`config.mk`:
```
export PLATFORM = sky130hd
export DESIGN_NAME = obwin_xlate
export DESIGN_NICKNAME = d
export VERILOG_FILES = /design/src/rtl/obwin_pkg.sv /design/src/rtl/obwin_regs.sv /design/src/rtl/obwin_lookup.sv /design/src/rtl/obwin_xlate.sv
export SDC_FILE = /design/constraint.sdc
export NUM_CORES = 1
export LEC_CHECK = 0
export BUFFER_PORTS_ARGS = -buffer_cell sky130_fd_sc_hd__buf_2
export CAP_MARGIN = 20
export CORE_MARGIN = 3
export CORE_UTILIZATION = 56
export DETAILED_ROUTE_END_ITERATION = 10
export GPL_TIMING_DRIVEN = 0
export MAX_ROUTING_LAYER = met4
export PLACE_DENSITY = 0.77
export SLEW_MARGIN = 20
export SYNTH_ARGS = -nofsm -noshare
export SYNTH_HDL_FRONTEND = slang
export SYNTH_SLANG_ARGS = --single-unit
```
`constraint.sdc`:
```
create_clock -name clk -period 5.4 [get_ports clk]
set_input_delay 0.54 -clock clk [delete_from_list [all_inputs] [get_ports clk]]
set_output_delay 0.54 -clock clk [all_outputs]
set_load 0.02 [all_outputs]
```
`src/rtl/obwin_pkg.sv`:
```
package obwin_pkg;

    localparam int REG_AW   = 12;
    localparam int MB_SHIFT = 20;

    localparam logic [REG_AW-1:0] OFS_CMD  = 12'h004;
    localparam logic [REG_AW-1:0] OFS_SIZE = 12'h010;

    localparam logic [2:0] SIZE_RST = 3'd3;

    // command register fields: bit 1 translation enable, bit 0 link training
    typedef struct packed {
        logic xlat_en;
        logic train_en;
    } cmd_t;

    typedef struct packed {
        logic [31:0] hi;
        logic [31:0] lo;
    } win_entry_t;

    typedef struct packed {
        logic        hit;
        logic [63:0] addr;
    } xlat_rsp_t;

    function automatic logic [5:0] win_shift(input logic [2:0] code);
        return 6'(MB_SHIFT) + {3'b000, code};
    endfunction

endpackage

```
`src/rtl/obwin_regs.sv`:
```
module obwin_regs
    import obwin_pkg::*;
#(
    parameter int NUM_WIN = 8
) (
    input  logic                      clk,
    input  logic                      rst,
    input  logic                      we,
    input  logic [REG_AW-1:0]         addr,
    input  logic [31:0]               wdata,
    output logic [31:0]               rdata,
    output cmd_t                      cmd,
    output logic [2:0]                size_code,
    output win_entry_t [NUM_WIN-1:0]  entries
);

    localparam int         IW = (NUM_WIN > 1) ? $clog2(NUM_WIN) : 1;
    localparam logic [6:0] NW = 7'(NUM_WIN);

    logic          hit_cmd, hit_size, hit_win;
    logic [IW-1:0] widx;
    win_entry_t    ent_q [NUM_WIN];

    assign hit_cmd  = (addr == OFS_CMD);
    assign hit_size = (addr == OFS_SIZE);
    assign hit_win  = (addr[11:9] == 3'b001) && (addr[1:0] == 2'b00) &&
                      ({1'b0, addr[8:3]} < NW);
    assign widx     = addr[3 +: IW];

    always_ff @(posedge clk) begin
        if (rst) begin
            cmd       <= '0;
            size_code <= SIZE_RST;
        end else if (we) begin
            if (hit_cmd)  cmd       <= cmd_t'(wdata[1:0]);
            if (hit_size) size_code <= wdata[2:0];
        end
    end

    for (genvar g = 0; g < NUM_WIN; g++) begin : g_ent
        always_ff @(posedge clk) begin
            if (rst) begin
                ent_q[g] <= '0;
            end else if (we && hit_win && (widx == IW'(g))) begin
                if (addr[2]) ent_q[g].hi <= wdata;
                else         ent_q[g].lo <= wdata;
            end
        end
        assign entries[g] = ent_q[g];
    end

    always_comb begin
        rdata = '0;
        if (hit_cmd)       rdata = {30'd0, cmd};
        else if (hit_size) rdata = {29'd0, size_code};
        else if (hit_win)  rdata = addr[2] ? ent_q[widx].hi : ent_q[widx].lo;
    end

    // a command write lands both bits on the next cycle
    p_cmd_write_r2: assert property (@(posedge clk) disable iff (rst)
        (we && hit_cmd) |=> (cmd == cmd_t'($past(wdata[1:0]))));

    // the size code only moves on a write to its own address
    p_size_hold_r10: assert property (@(posedge clk) disable iff (rst)
        !(we && hit_size) |=> $stable(size_code));

endmodule

```
`src/rtl/obwin_lookup.sv`:
```
module obwin_lookup
    import obwin_pkg::*;
#(
    parameter int                 NUM_WIN   = 8,
    parameter int                 LADDR_W   = 32,
    parameter logic [LADDR_W-1:0] APER_BASE = 32'h4000_0000
) (
    input  logic                      clk,
    input  logic                      rst,
    input  logic                      req_valid,
    input  logic [LADDR_W-1:0]        req_addr,
    input  logic                      xlat_en,
    input  logic [2:0]                size_code,
    input  win_entry_t [NUM_WIN-1:0]  entries,
    output logic                      rsp_valid,
    output xlat_rsp_t                 rsp
);

    localparam int IW = (NUM_WIN > 1) ? $clog2(NUM_WIN) : 1;

    logic               below, in_range, hit;
    logic [5:0]         shift;
    logic [LADDR_W-1:0] offset, idx_full, inwin;
    win_entry_t         sel;
    logic [63:0]        xaddr;

    always_comb begin
        below    = (req_addr < APER_BASE);
        offset   = req_addr - APER_BASE;
        shift    = win_shift(size_code);
        idx_full = offset >> shift;
        inwin    = offset & ~({LADDR_W{1'b1}} << shift);
        in_range = !below && (idx_full < LADDR_W'(NUM_WIN));
        sel      = entries[idx_full[IW-1:0]];
        hit      = xlat_en && in_range && sel.lo[0];
        xaddr    = ({sel.hi, sel.lo} & ~64'd1) + {{(64-LADDR_W){1'b0}}, inwin};
    end

    always_ff @(posedge clk) begin
        if (rst) begin
            rsp_valid <= 1'b0;
            rsp       <= '0;
        end else begin
            rsp_valid <= req_valid;
            rsp.hit   <= req_valid && hit;
            rsp.addr  <= (req_valid && hit) ? xaddr : 64'd0;
        end
    end

    // response strobe follows the request by one cycle
    p_valid_follows_req_r3: assert property (@(posedge clk) disable iff (rst)
        req_valid |=> rsp_valid);
    p_no_spurious_valid_r3: assert property (@(posedge clk) disable iff (rst)
        !req_valid |=> !rsp_valid);
    p_hit_needs_valid_r3: assert property (@(posedge clk) disable iff (rst)
        rsp.hit |-> rsp_valid);

    // global disable forces a miss
    p_disabled_miss_r5: assert property (@(posedge clk) disable iff (rst)
        (req_valid && !xlat_en) |=> !rsp.hit);

    // addresses below the aperture never hit
    p_below_miss_r7: assert property (@(posedge clk) disable iff (rst)
        (req_valid && (req_addr < APER_BASE)) |=> !rsp.hit);

    // a miss carries a zero address
    p_miss_zero_r8: assert property (@(posedge clk) disable iff (rst)
        (rsp_valid && !rsp.hit) |-> (rsp.addr == 64'd0));

endmodule

```
`src/rtl/obwin_xlate.sv`:
```
module obwin_xlate
    import obwin_pkg::*;
#(
    parameter int           NUM_WIN   = 8,
    parameter logic [31:0]  APER_BASE = 32'h4000_0000
) (
    input  logic        clk,
    input  logic        rst,
    input  logic        reg_we,
    input  logic [11:0] reg_addr,
    input  logic [31:0] reg_wdata,
    output logic [31:0] reg_rdata,
    input  logic        req_valid,
    input  logic [31:0] req_addr,
    output logic        rsp_valid,
    output logic        rsp_hit,
    output logic [63:0] rsp_addr,
    output logic        link_train_en
);

    cmd_t                     cmd;
    logic [2:0]               size_code;
    win_entry_t [NUM_WIN-1:0] entries;
    xlat_rsp_t                rsp;

    obwin_regs #(.NUM_WIN(NUM_WIN)) u_regs (
        .clk       (clk),
        .rst       (rst),
        .we        (reg_we),
        .addr      (reg_addr),
        .wdata     (reg_wdata),
        .rdata     (reg_rdata),
        .cmd       (cmd),
        .size_code (size_code),
        .entries   (entries)
    );

    obwin_lookup #(
        .NUM_WIN   (NUM_WIN),
        .LADDR_W   (32),
        .APER_BASE (APER_BASE)
    ) u_lookup (
        .clk       (clk),
        .rst       (rst),
        .req_valid (req_valid),
        .req_addr  (req_addr),
        .xlat_en   (cmd.xlat_en),
        .size_code (size_code),
        .entries   (entries),
        .rsp_valid (rsp_valid),
        .rsp       (rsp)
    );

    assign rsp_hit       = rsp.hit;
    assign rsp_addr      = rsp.addr;
    assign link_train_en = cmd.train_en;

endmodule

```
# Yosys cells after proc, flatten, opt, wreduce, memory -nomap -nowiden

Memory sizes are Yosys's and may differ from the RTL's.
Index checks and enable logic that the tools add are counted.

Shifts and indexed selects: 2
Eq/ne operators: 10
Reduce and logical (&&, ||, !) cells: 21
Order comparisons: 4
Add/sub/neg operators: 3
Bitwise logic cells: 19
Multiplexer cells: 74

Operators by type and width:

| kind                                                                            | number |
|---|---|
| 32-bit two-way mux                                                              | 20 |
| 64-bit binary-select mux with 3-bit select                                      | 1 |
| 64-bit by 32-bit adder with 64-bit output                                       | 1 |
| 64-bit two-way mux                                                              | 1 |
| 1-bit two-way mux                                                               | 52 |
| 32-bit bitwise AND                                                              | 1 |
| 32-bit by 31-bit less-than comparator with 1-bit output (second input constant) | 1 |
| 32-bit by 4-bit less-than comparator with 1-bit output (second input constant)  | 1 |
| 32-bit inverter                                                                 | 1 |
| 32-bit by 6-bit << shifter with 32-bit output (first input constant)            | 1 |
| 32-bit by 6-bit >> shifter with 32-bit output                                   | 1 |
| 32-bit by 31-bit subtractor with 32-bit output (second input constant)          | 1 |
| 1-bit bitwise OR                                                                | 16 |
| 1-bit logical AND                                                               | 15 |
| 12-bit by 3-bit equality test with 1-bit output (second input constant)         | 1 |
| 12-bit by 5-bit equality test with 1-bit output (second input constant)         | 1 |
| 3-bit equality test (second input constant)                                     | 4 |
| 5-bit by 3-bit adder with 6-bit output (first input constant)                   | 1 |
| 3-bit by 1-bit equality test with 1-bit output (second input constant)          | 2 |
| 3-bit by 2-bit equality test with 1-bit output (second input constant)          | 2 |
| 6-bit by 4-bit less-than comparator with 1-bit output (second input constant)   | 1 |
| 3-bit by 4-bit less-than comparator with 1-bit output (second input constant)   | 1 |
| 2-bit AND reduction                                                             | 2 |
| 3-bit zero test                                                                 | 1 |
| 4 further kinds                                                                 | 4 |

Memory bits (writable): 512
Logic and storage cells: 140
Register bits after elaboration: 71
Output and inout bits: 99
Input port bits: 80
Memories: 1

Memory list:

| memory       | words | bits a word | read ports | clocked after memory_dff | wr ports | line             | RTL |
|---|---|---|---|---|---|---|---|
| u_regs.ent_q | 8     | 64          | 9          | 0                        | 8        | obwin_regs.sv:22 | `win_entry_t ent_q [NUM_WIN];` |

# Longest topological paths before layout

Gate-level depths: netlist (run 1).

Depth in word-level cells: 9
Mapped depth: 29
Mapped depth without buffers: 19

# Modules after synthesis

A second synthesis (run 1) with hierarchy kept.

Cells, all modules: 2,953
Area total of the unflattened synthesis: 31,793.0 µm²

Modules (own cells, without submodules):

| module       | cells each | sequential area each (µm²) | area each (µm²) | times used |
|---|---|---|---|---|
| obwin_regs   | 1,577      | 15,474.8                   | 22,893.2        | 1 |
| obwin_lookup | 1,376      | 1,321.3                    | 8,899.8         | 1 |

# Worst setup path before layout (run 1)

OpenSTA, ideal clock, no wires.

Path kind: register -> register
Start point: reg u_regs.size_code[0]
End point: reg u_lookup.rsp[39] (netlist name)
Library setup time: 0.128 ns
Buffers on the path: 11
Period minus slack after synthesis: 5.899 ns
Arrival time: 5.771 ns
Required time: 5.272 ns
Slack: -0.499 ns
Stages on the path, launching flop included: 29
Cell sequence: dfxtp_1 -> buf_4 -> mux2_2 -> mux4_2 -> buf_4 -> buf_4 -> buf_4 -> buf_2 -> buf_2 -> clkbuf_1 -> clkbuf_1 -> clkbuf_1 -> a311oi_1 -> a31o_2 -> ha_1 -> inv_1 -> fa_1 -> nor2b_1 -> o2111a_1 -> o211ai_1 -> a211oi_1 -> o211ai_1 -> a211oi_1 -> o21a_1 -> clkbuf_1 -> clkbuf_1 -> nand2_1 -> xnor2_1 -> nor2_1

Cells in the longest elaborated chain, start to end: 9
Elaborated cells on any way between the ends: 15
Classes of those cells: add/sub (2); order compare (1); shift (2); mux (2); bitwise (3); reduce/logical (5)

RTL lines:

| what                                                                                              | line             | RTL |
|---|---|---|
| start, declared                                                                                   | obwin_regs.sv:13 | `output logic [2:0] size_code,` |
| start signal, assigned                                                                            | obwin_regs.sv:36 | `if (hit_size) size_code <= wdata[2:0];` |
| 5-bit by 3-bit adder with 6-bit output (*)                                                        | obwin_pkg.sv:28  | `return 6'(MB_SHIFT) + {3'b000, code};` |
| parallel branches: the longest is 8 deep, another holds 64-bit by 32-bit adder with 64-bit output | --               |  |

Every way passes the cells marked *. The select of a mux whose other input is x is not followed.
A chain may end at the register's enable or synchronous reset.

# Worst setup path in the final report (run 1)

Start point: reg u_regs.size_code[2]
End point: reg u_lookup.rsp[51] (netlist name)

Cells in the longest elaborated chain, start to end: 9
Elaborated cells on any way between the ends: 15
Classes of those cells: add/sub (2); order compare (1); shift (2); mux (2); bitwise (3); reduce/logical (5)

RTL lines:

| what                                                                                              | line |
|---|---|
| 5-bit by 3-bit adder with 6-bit output (*)                                                        | obwin_pkg.sv:28 |
| parallel branches: the longest is 8 deep, another holds 64-bit by 32-bit adder with 64-bit output | -- |

Marks and branches as above.

==> implementation parameters, run 1 <==
Parameter                              Value

Finish
  Proportion of layout cells with a drive suffix above 1    approximately 23%
  Commonest non-fill, non-tap cell in the layout    sky130_fd_sc_hd__and2_1
  Register area    16800 sq um
  Filler Cell Count    3934
  Final net count    between 3000 and 4000
  Area used by multi-input combinational logic    approximately 15000 sq um
  Area growth syn-to-layout    18.5%
  Leading cell types in the layout, fill and taps excluded    sky130_fd_sc_hd__and2_1 (552), sky130_fd_sc_hd__edfxtp_1 (512), sky130_fd_sc_hd__nand2_1 (468)

Worst setup path
  Crit start category    flip-flop
  Arrival @ worst endpoint    5.93 ns
  Required time reported for the critical path endpoint    5.91 ns
  Worst reg2reg path startpoint    u_regs.size_code[2]
  FF-to-FF setup slack    -0.02 ns
  Endpoint type of the worst setup path    flip-flop
  Capture instance of the worst register-to-register path    u_lookup.rsp[51]
  FF-to-FF path depth    15
  Largest driver fanout on the critical path    10
  CP Class    flip-flop to flip-flop

GRT
  Wire length of the first global-routing pass    171 mm
  Number of antenna violations at the first check in global routing    11
  Number of global-route vias before repair    25696
  Pin count of the biggest net entering global routing    29
  Total Routing Usage GR    41.2%
  Residual overflow from global routing    0

Routing
  First-iteration detailed-routing DRC count    4528
  Remaining routing DRC violations    0
  Post-DR vias/cell    about 6.8
  Total met2 wirelength after detailed routing    52.1 mm
  Antenna viol nets, final    0
  Average wire per standard cell    31.3 um
  Wire length the detailed router placed on met1    40.1 mm
  Initial DRT Pass Iterations    8
  Total via count after detailed routing    26090
  Wire length on met3    18.9 mm
  Final routed wirelength across all metal layers    121 mm
  Uppermost metal layer occupied by signal nets    met4

CTS
  Clock-pin slew on the worst setup and hold paths    0.06 ns
  Num CTS Buffers    66
  Clock tree from TritonCTS    yes
  H-Tree Level Count    3
  Insertion delay to the later sink of the worst-skew pair    around 0.62 ns
  Clock buffer depth    3
  Clock tree root buffer cell    sky130_fd_sc_hd__clkbuf_16
  Clock net sink count    583
  Post-CTS Hold Buffers    0

Timing
  Worst setup margin    -0.0218 ns
  Minimum hold slack    between 0.1 and 0.15 ns
  Final period demand of the worst path    ~5.4 ns
  Timing-limited maximum frequency    184 MHz
  Transition time of the tightest slew-check pin    approximately 1.1 ns
  Max-slew violation count    0
  Max transition margin    23.5%
  Number of failing hold endpoints at the final stage    0
  Final Cycle Share    100%
  Clock tree skew after final layout    approximately 0.025 ns
  Total setup violations reported at the end of the flow    1

Synth
  Top cells by area in the synthesized netlist    sky130_fd_sc_hd__edfxtp_1 (48%), sky130_fd_sc_hd__mux4_2 (12%), sky130_fd_sc_hd__and2_1 (11%), sky130_fd_sc_hd__nand2_1 (5.5%), sky130_fd_sc_hd__dfxtp_1 (4.4%)
  Synth area leader    sky130_fd_sc_hd__edfxtp_1
  Post-synth cell types    74
  Synth warn    0
  FF+latch count, synth    between 500 and 600
  Post-Syn Area    32000 sq um
  Sequential area share after synthesis    52.5%
  Share of Yosys cell area claimed by the top area cell type    48.1%
  Top FF cell, synth    sky130_fd_sc_hd__edfxtp_1
  Fraction of registers with async set or reset after synthesis    0%
  Number of flops mapped to enable cells by yosys    approximately 510
  Mean instance size in the synthesized netlist    11.6 sq um
  Number of cells produced by synthesis    about 2800

Outcome
  Violated checks    negative setup slack
  Result of the run    complete, but fails checks

Power
  Overall power of the completed layout    between 0.01 and 0.015 W
  Worst ir drop on vdd    277 uV
  Power density cells    302 nW/um^2
  Leak pwr    14.4 nW

Run
  # Max-Cap Violations    0

Die
  Effective utilization at floorplan    57.3%
  Area of the die    60000 sq um
  I/O pin count    approximately 180
  Die outline width    245 um
  Area of the core    ~56000 sq um
  DIE HEIGHT    245 um
  Number of rows in the core area    86

Min path
  Hold Path Cell Cnt    2
  Hold Crit Endpoint    u_lookup.rsp[0]
  Critical hold path startpoint    req_addr[0]
  Worst min-delay path category    primary input to flip-flop

Place
  Count of input and output buffers    170
  Gp weighted congestion    around 1.0
  DPL Wire Length    roughly 86 mm
layer usage:
layer | vias up | GRT usage (%)
met3 | 549 | 12.6
met2 | 2343 | 58.4
met5 | - | -
li1 | 10580 | -
met4 | 0 | 27.5
met1 | 12618 | 51.2
kinds of logic (layout without fill, tap and decap cells):
group,Yosys count,after routing,share of synthesized area [%]
AOI/OAI and AO/OA,218,218,5.04
xor gates and xnor gates,41,41,1.12
adders and majority gates,32,32,1.28
buffers and inverters,253,596,3.27
DFF,583,583,52.5
muxes,216,216,13.8
other,1,11,0.0117
and+or+nand+nor,1406,1406,23.0
how the worst max path moves through the flow:
stage	from	end	slack [ns]	cells after the start
final	u_regs.size_code[2]	u_lookup.rsp[51]	-0.02	15
after global routing	u_regs.size_code[1]	u_lookup.rsp[47]	-0.07	24
after CTS	u_regs.size_code[1]	u_lookup.rsp[39]	0.007	25
after detailed placement	req_addr[25]	u_lookup.rsp[42]	-2.94	25
after global placement	req_addr[21]	u_lookup.rsp[38]	-2.83	25
after floorplan	u_regs.size_code[0]	u_lookup.rsp[39]	0.02	28
flip-flops by register name, indices dropped and copies added, names as in the netlist:
signal	flops
u_lookup.rsp	65
u_lookup.rsp_valid	1
u_regs.cmd	2
u_regs.ent_q	512
u_regs.size_code	3
timing repair:
| action | CTS | global route |
|---|---|---|
| gates resized for setup | 145 | 57 |
| cloned | 5 | 3 |
| setup buffers | 15 | 19 |
| endpoints found under the setup margin | 61 | 32 |
| pin swaps | 14 | 13 |
power breakdown:
group	internal (W)	total (W)	switching [W]
clock network	0.00262	0.00450	0.00188
registers	0.00509	0.00521	0.000116
logic	0.000694	0.00174	0.00105
total	0.00840	0.0114	0.00304
cell usage after synthesis (20+ instances only):
cell,n
sky130_fd_sc_hd__o21bai_1,20
sky130_fd_sc_hd__and2_1,552
sky130_fd_sc_hd__ha_1,31
sky130_fd_sc_hd__clkbuf_1,175
sky130_fd_sc_hd__buf_1,26
sky130_fd_sc_hd__mux4_2,177
sky130_fd_sc_hd__and3_1,42
sky130_fd_sc_hd__nand2_1,468
sky130_fd_sc_hd__a311oi_1,30
sky130_fd_sc_hd__xnor2_1,22
sky130_fd_sc_hd__dfxtp_1,71
sky130_fd_sc_hd__nand4_1,27
sky130_fd_sc_hd__edfxtp_1,512
sky130_fd_sc_hd__mux2i_1,31
sky130_fd_sc_hd__nor2_1,78
sky130_fd_sc_hd__a21oi_1,43
sky130_fd_sc_hd__nand3_1,160
sky130_fd_sc_hd__inv_1,20
sky130_fd_sc_hd__a31o_2,38
critical path, stage by stage (launching register included):
cell	delay [ns]
sky130_fd_sc_hd__dfxtp_1	0.31
sky130_fd_sc_hd__buf_4	0.20
sky130_fd_sc_hd__mux4_2	0.54
sky130_fd_sc_hd__mux2i_4	0.27
sky130_fd_sc_hd__and2_1	0.18
sky130_fd_sc_hd__clkbuf_1	0.51
sky130_fd_sc_hd__buf_2	0.46
sky130_fd_sc_hd__buf_1	0.81
sky130_fd_sc_hd__a32oi_1	0.54
sky130_fd_sc_hd__nand3_1	0.44
sky130_fd_sc_hd__a211oi_4	0.06
sky130_fd_sc_hd__o21a_1	0.26
sky130_fd_sc_hd__buf_8	0.15
sky130_fd_sc_hd__buf_4	0.15
sky130_fd_sc_hd__a31o_2	0.22
sky130_fd_sc_hd__a21oi_1	0.17
per-stage QoR:
stage / setup TNS, ns / std cells / setup slack (ns) / util, % / area [sq um]
floorplan: 0 / 2752 / 0.0242 / - / 32100
global placement: -685.07 / 3670 / -2.83 / 60.7 / 33900
detailed placement: -124.23 / 3695 / -2.94 / 62.1 / 34700
CTS: 0 / 3823 / 0.00745 / 67.1 / 37500
global route: -0.259 / 3849 / -0.0693 / 67.8 / 37900
finish: -0.0218 / 3851 / -0.0218 / 67.9 / 37900
cell type report:
| cell class | count | area share [%] |
|---|---|---|
| Timing Repair Buffer | 239 | 5.01 |
| Antenna cell | 8 | 0.0528 |
| Tap cell | 748 | 2.47 |
| Sequential cell | 583 | 44.3 |
| Buffer | 219 | 3.58 |
| Inverter | 20 | 0.198 |
| Multi-Input combinational cell | 1916 | 38.8 |
| Clock buffer | 94 | 5.08 |
| Clock inverter | 24 | 0.492 |
Power figures use the tool's default switching activity.
==> inputs of run 2 (changes only) <==
--- a/config.mk
+++ b/config.mk
@@ -8,11 +8,10 @@
 export BUFFER_PORTS_ARGS = -buffer_cell sky130_fd_sc_hd__buf_2
 export CAP_MARGIN = 20
 export CORE_MARGIN = 3
-export CORE_UTILIZATION = 56
+export CORE_UTILIZATION = 50
 export DETAILED_ROUTE_END_ITERATION = 10
 export GPL_TIMING_DRIVEN = 0
-export MAX_ROUTING_LAYER = met4
-export PLACE_DENSITY = 0.77
+export PLACE_DENSITY = 0.7
 export SLEW_MARGIN = 20
 export SYNTH_ARGS = -nofsm -noshare
 export SYNTH_HDL_FRONTEND = slang
==> run 2 against run 1 <==
Against the previous run:
- the run still ends with negative setup slack left
- clock skew rose by 0.0068 ns
- sequential power barely moved
- fmax fell by 3.1%
- global-route usage fell by 4.6 points
- first-iteration DRC count fell by 9.8%
- critical path type unchanged
- largest cell class unchanged
- highest routed layer is now met5
==> implementation parameters, run 2 (synthesis results as in run 1) <==
Parameter                              Value

Routing
  Total via count after detailed routing    26056 (-0.13%)
  Antenna viol nets, final    0 (unchanged)
  Post-DR vias/cell    6.56 (-3.2%)
  Average wire per standard cell    31.4 um (about the same)
  First-iteration detailed-routing DRC count    4084 (-9.8%)
  Initial DRT Pass Iterations    6 (-2)
  Final routed wirelength across all metal layers    125 mm (+3.2%)
  Remaining routing DRC violations    0 (unchanged)

Finish
  Proportion of layout cells with a drive suffix above 1    24.4% (+1.5 points)
  Register area    16800 sq um (about the same)
  Biggest regs    u_regs.ent_q x512, u_lookup.rsp x65, u_regs.size_code x3
  Commonest non-fill, non-tap cell in the layout    sky130_fd_sc_hd__and2_1
  Largest register by flop count    u_regs.ent_q
  Filler Cell Count    4854 (+23%)
  Area growth syn-to-layout    21.1%
  Final net count    3184 (+0.86%)
  Post-route insts no fill    3972 (+3.1%)
  Area used by multi-input combinational logic    14900 sq um (+1.2%)
  Max FFs per register    512 (unchanged)
  Leading cell types in the layout, fill and taps excluded    sky130_fd_sc_hd__and2_1 (551), sky130_fd_sc_hd__edfxtp_1 (512), sky130_fd_sc_hd__nand2_1 (467)

Timing
  RSZ-0062 raised after global routing    yes
  Final Cycle Share    104% (+3.2 points)
  Final period demand of the worst path    5.60 ns (+0.173 ns)
  Number of failing hold endpoints at the final stage    0 (unchanged)
  Setup TNS    -2.06 ns (-2.04 ns)
  Max transition margin    17.8% (-5.7 points)
  Total setup violations reported at the end of the flow    28 (+27)
  Worst setup margin    -0.195 ns (-0.173 ns)
  Transition time of the tightest slew-check pin    1.23 ns (+0.0850 ns)
  Max-slew violation count    0 (unchanged)
  Timing-limited maximum frequency    179 MHz (-3.1%)
  Clock tree skew after final layout    0.0320 ns (+0.00680 ns)

Die
  DIE HEIGHT    259 um (+5.7%)
  Area of the die    67000 sq um (+12%)
  Effective utilization at floorplan    50.6% (-6.7 points)
  Area of the core    63200 sq um (+13%)
  Die outline width    259 um (+5.7%)
  Number of rows in the core area    92 (+7.0%)
  I/O pin count    179 (unchanged)

CTS
  Clock tree root buffer cell    sky130_fd_sc_hd__clkbuf_16
  Post-CTS Hold Buffers    0 (unchanged)
  Clock-pin slew on the worst setup and hold paths    0.06 ns (about the same)
  H-Tree Level Count    3 (unchanged)
  Clock tree from TritonCTS    yes
  Clock net sink count    583 (unchanged)
  Num CTS Buffers    68 (+3.0%)
  Insertion delay to the later sink of the worst-skew pair    0.62 ns (about the same)
  Clock buffer depth    3 (unchanged)

Worst setup path
  Crit start category    flip-flop
  Endpoint type of the worst setup path    flip-flop
  Max stage delay cell, worst path    sky130_fd_sc_hd__buf_1
  Worst path max stage delay    0.86 ns (+0.05 ns)
  Arrival @ worst endpoint    6.12 ns (+0.19 ns)
  Largest driver fanout on the critical path    10 (unchanged)
  Required time reported for the critical path endpoint    5.92 ns (about the same)
  Critical path origin    u_regs.size_code[1]
  Critical Path, Cell by Cell    buf_6 -> mux4_2 -> mux2_4 -> buf_4 -> nor2_1 -> buf_2 -> buf_1 -> a32oi_1 -> nand3_1 -> a211oi_4 -> o21a_2 -> buf_8 -> buf_12 -> buf_8 -> a31o_2 -> a21oi_2
  Worst reg2reg path startpoint    u_regs.size_code[1]
  CP Class    flip-flop to flip-flop
  Cell mode on critical path    sky130_fd_sc_hd__buf_8

Run
  # Max-Cap Violations    0 (unchanged)

Outcome
  Violated checks    negative setup slack
  Result of the run    complete, but fails checks

Place
  Count of input and output buffers    170 (unchanged)
  Placed Cells incl. Taps    3798 (+2.8%)
  Worst slack, placed    -3.63 ns (-0.681 ns)
  Gp weighted congestion    0.991 (-2.6%)
  DPL Wire Length    88.7 mm (+2.9%)

Power
  Power density cells    306 nW/um^2 (+1.4%)
  Overall power of the completed layout    0.0119 W (+3.7%)
  Leak pwr    14.7 nW (+2.2%)
  Worst ir drop on vdd    171 uV (-38%)

GRT
  Number of antenna violations at the first check in global routing    5 (-6)
  Pin count of the biggest net entering global routing    24 (-17%)
  Residual overflow from global routing    0 (unchanged)
  Number of global-route vias before repair    25189 (-2.0%)
  Total Routing Usage GR    36.6% (-4.6 points)
  Wire length of the first global-routing pass    174 mm (+1.7%)

Min path
  Critical hold path startpoint    req_addr[0]
  Worst min-delay path category    primary input to flip-flop
-- run 2: cell types whose count changed in the layout (fill, tap and decap cells not counted), sizes merged --
cell / change
diode: -6
clkinv: +3
inv: +3
buf: +16
bufinv: +9
clkbuf: -2
bufbuf: -1
clkinvlp: +1
-- run 2: layer usage --
| layer | up-vias | wire (um) | GRT usage [%] |
|---|---|---|---|
| li1 | 10643 | - | - |
| met1 | 12761 | 42700 | 46.2 |
| met2 | 2207 | 55400 | 55.3 |
| met3 | 443 | 16900 | 9.83 |
| met4 | 2 | 9590 | 25.1 |
| met5 | - | 13 | 0 |
-- run 2: worst paths after layout --
check	slack [ns]	cells after the start	to
hold / removal	0.15	2	u_lookup.rsp[0]
setup / recovery	-0.20	16	u_lookup.rsp[53]
setup reg to reg	-0.20	16	u_lookup.rsp[53]
hold reg to reg	0.48	2	u_regs.cmd[1]
-- run 2: final cells by class --
class                           instances  share of cell area [%]
Inverter                               20                   0.194
Timing Repair Buffer                  262                    5.68
Multi-Input combinational cell       1916                    38.4
Sequential cell                       583                    43.4
Antenna cell                            2                  0.0129
Tap cell                              846                    2.73
Clock buffer                           82                    4.58
Clock inverter                         40                    1.39
Buffer                                221                    3.64
-- run 2: metrics by stage --
| step | instance area, sq um | util [%] | hold slack (ns) |
|---|---|---|---|
| 2_1_floorplan | 32100 | - | 0.449 |
| 3_3_place_gp | 34000 | 53.8 | 0.464 |
| 3_5_place_dp | 35000 | 55.4 | 0.476 |
| 4_1_cts | 38400 | 60.8 | 0.134 |
| 5_1_grt | 38700 | 61.3 | 0.178 |
| 6_report | 38700 | 61.3 | 0.152 |
-- run 2: power breakdown --
group / total (W) / internal, W / switching, W / leakage, nW
Clock: 0.00486 / 0.00293 / 0.00193 / 1.13
Sequential: 0.00520 / 0.00509 / 0.000113 / 5.43
Combinational: 0.00180 / 0.000734 / 0.00107 / 8.17
Total: 0.0119 / 0.00876 / 0.00311 / 14.7
-- run 2: what timing repair did --
action	in CTS	in global routing
buffers inserted	34	21
gates cloned	5	1
endpoints found under the setup margin	64	32
resized for setup	187	40
endpoints found under the hold margin	0	0
pin swaps	22	19
-- run 2: worst max-delay path, delay by kind of cell (launching register included) --
kind,cells,cell delay (ns)
AO/OA/AOI/OAI,5,1.10
buffers and inverters,7,2.03
flip-flops,1,0.37
multiplexers,2,0.92
AND/OR/NAND/NOR,2,1.07
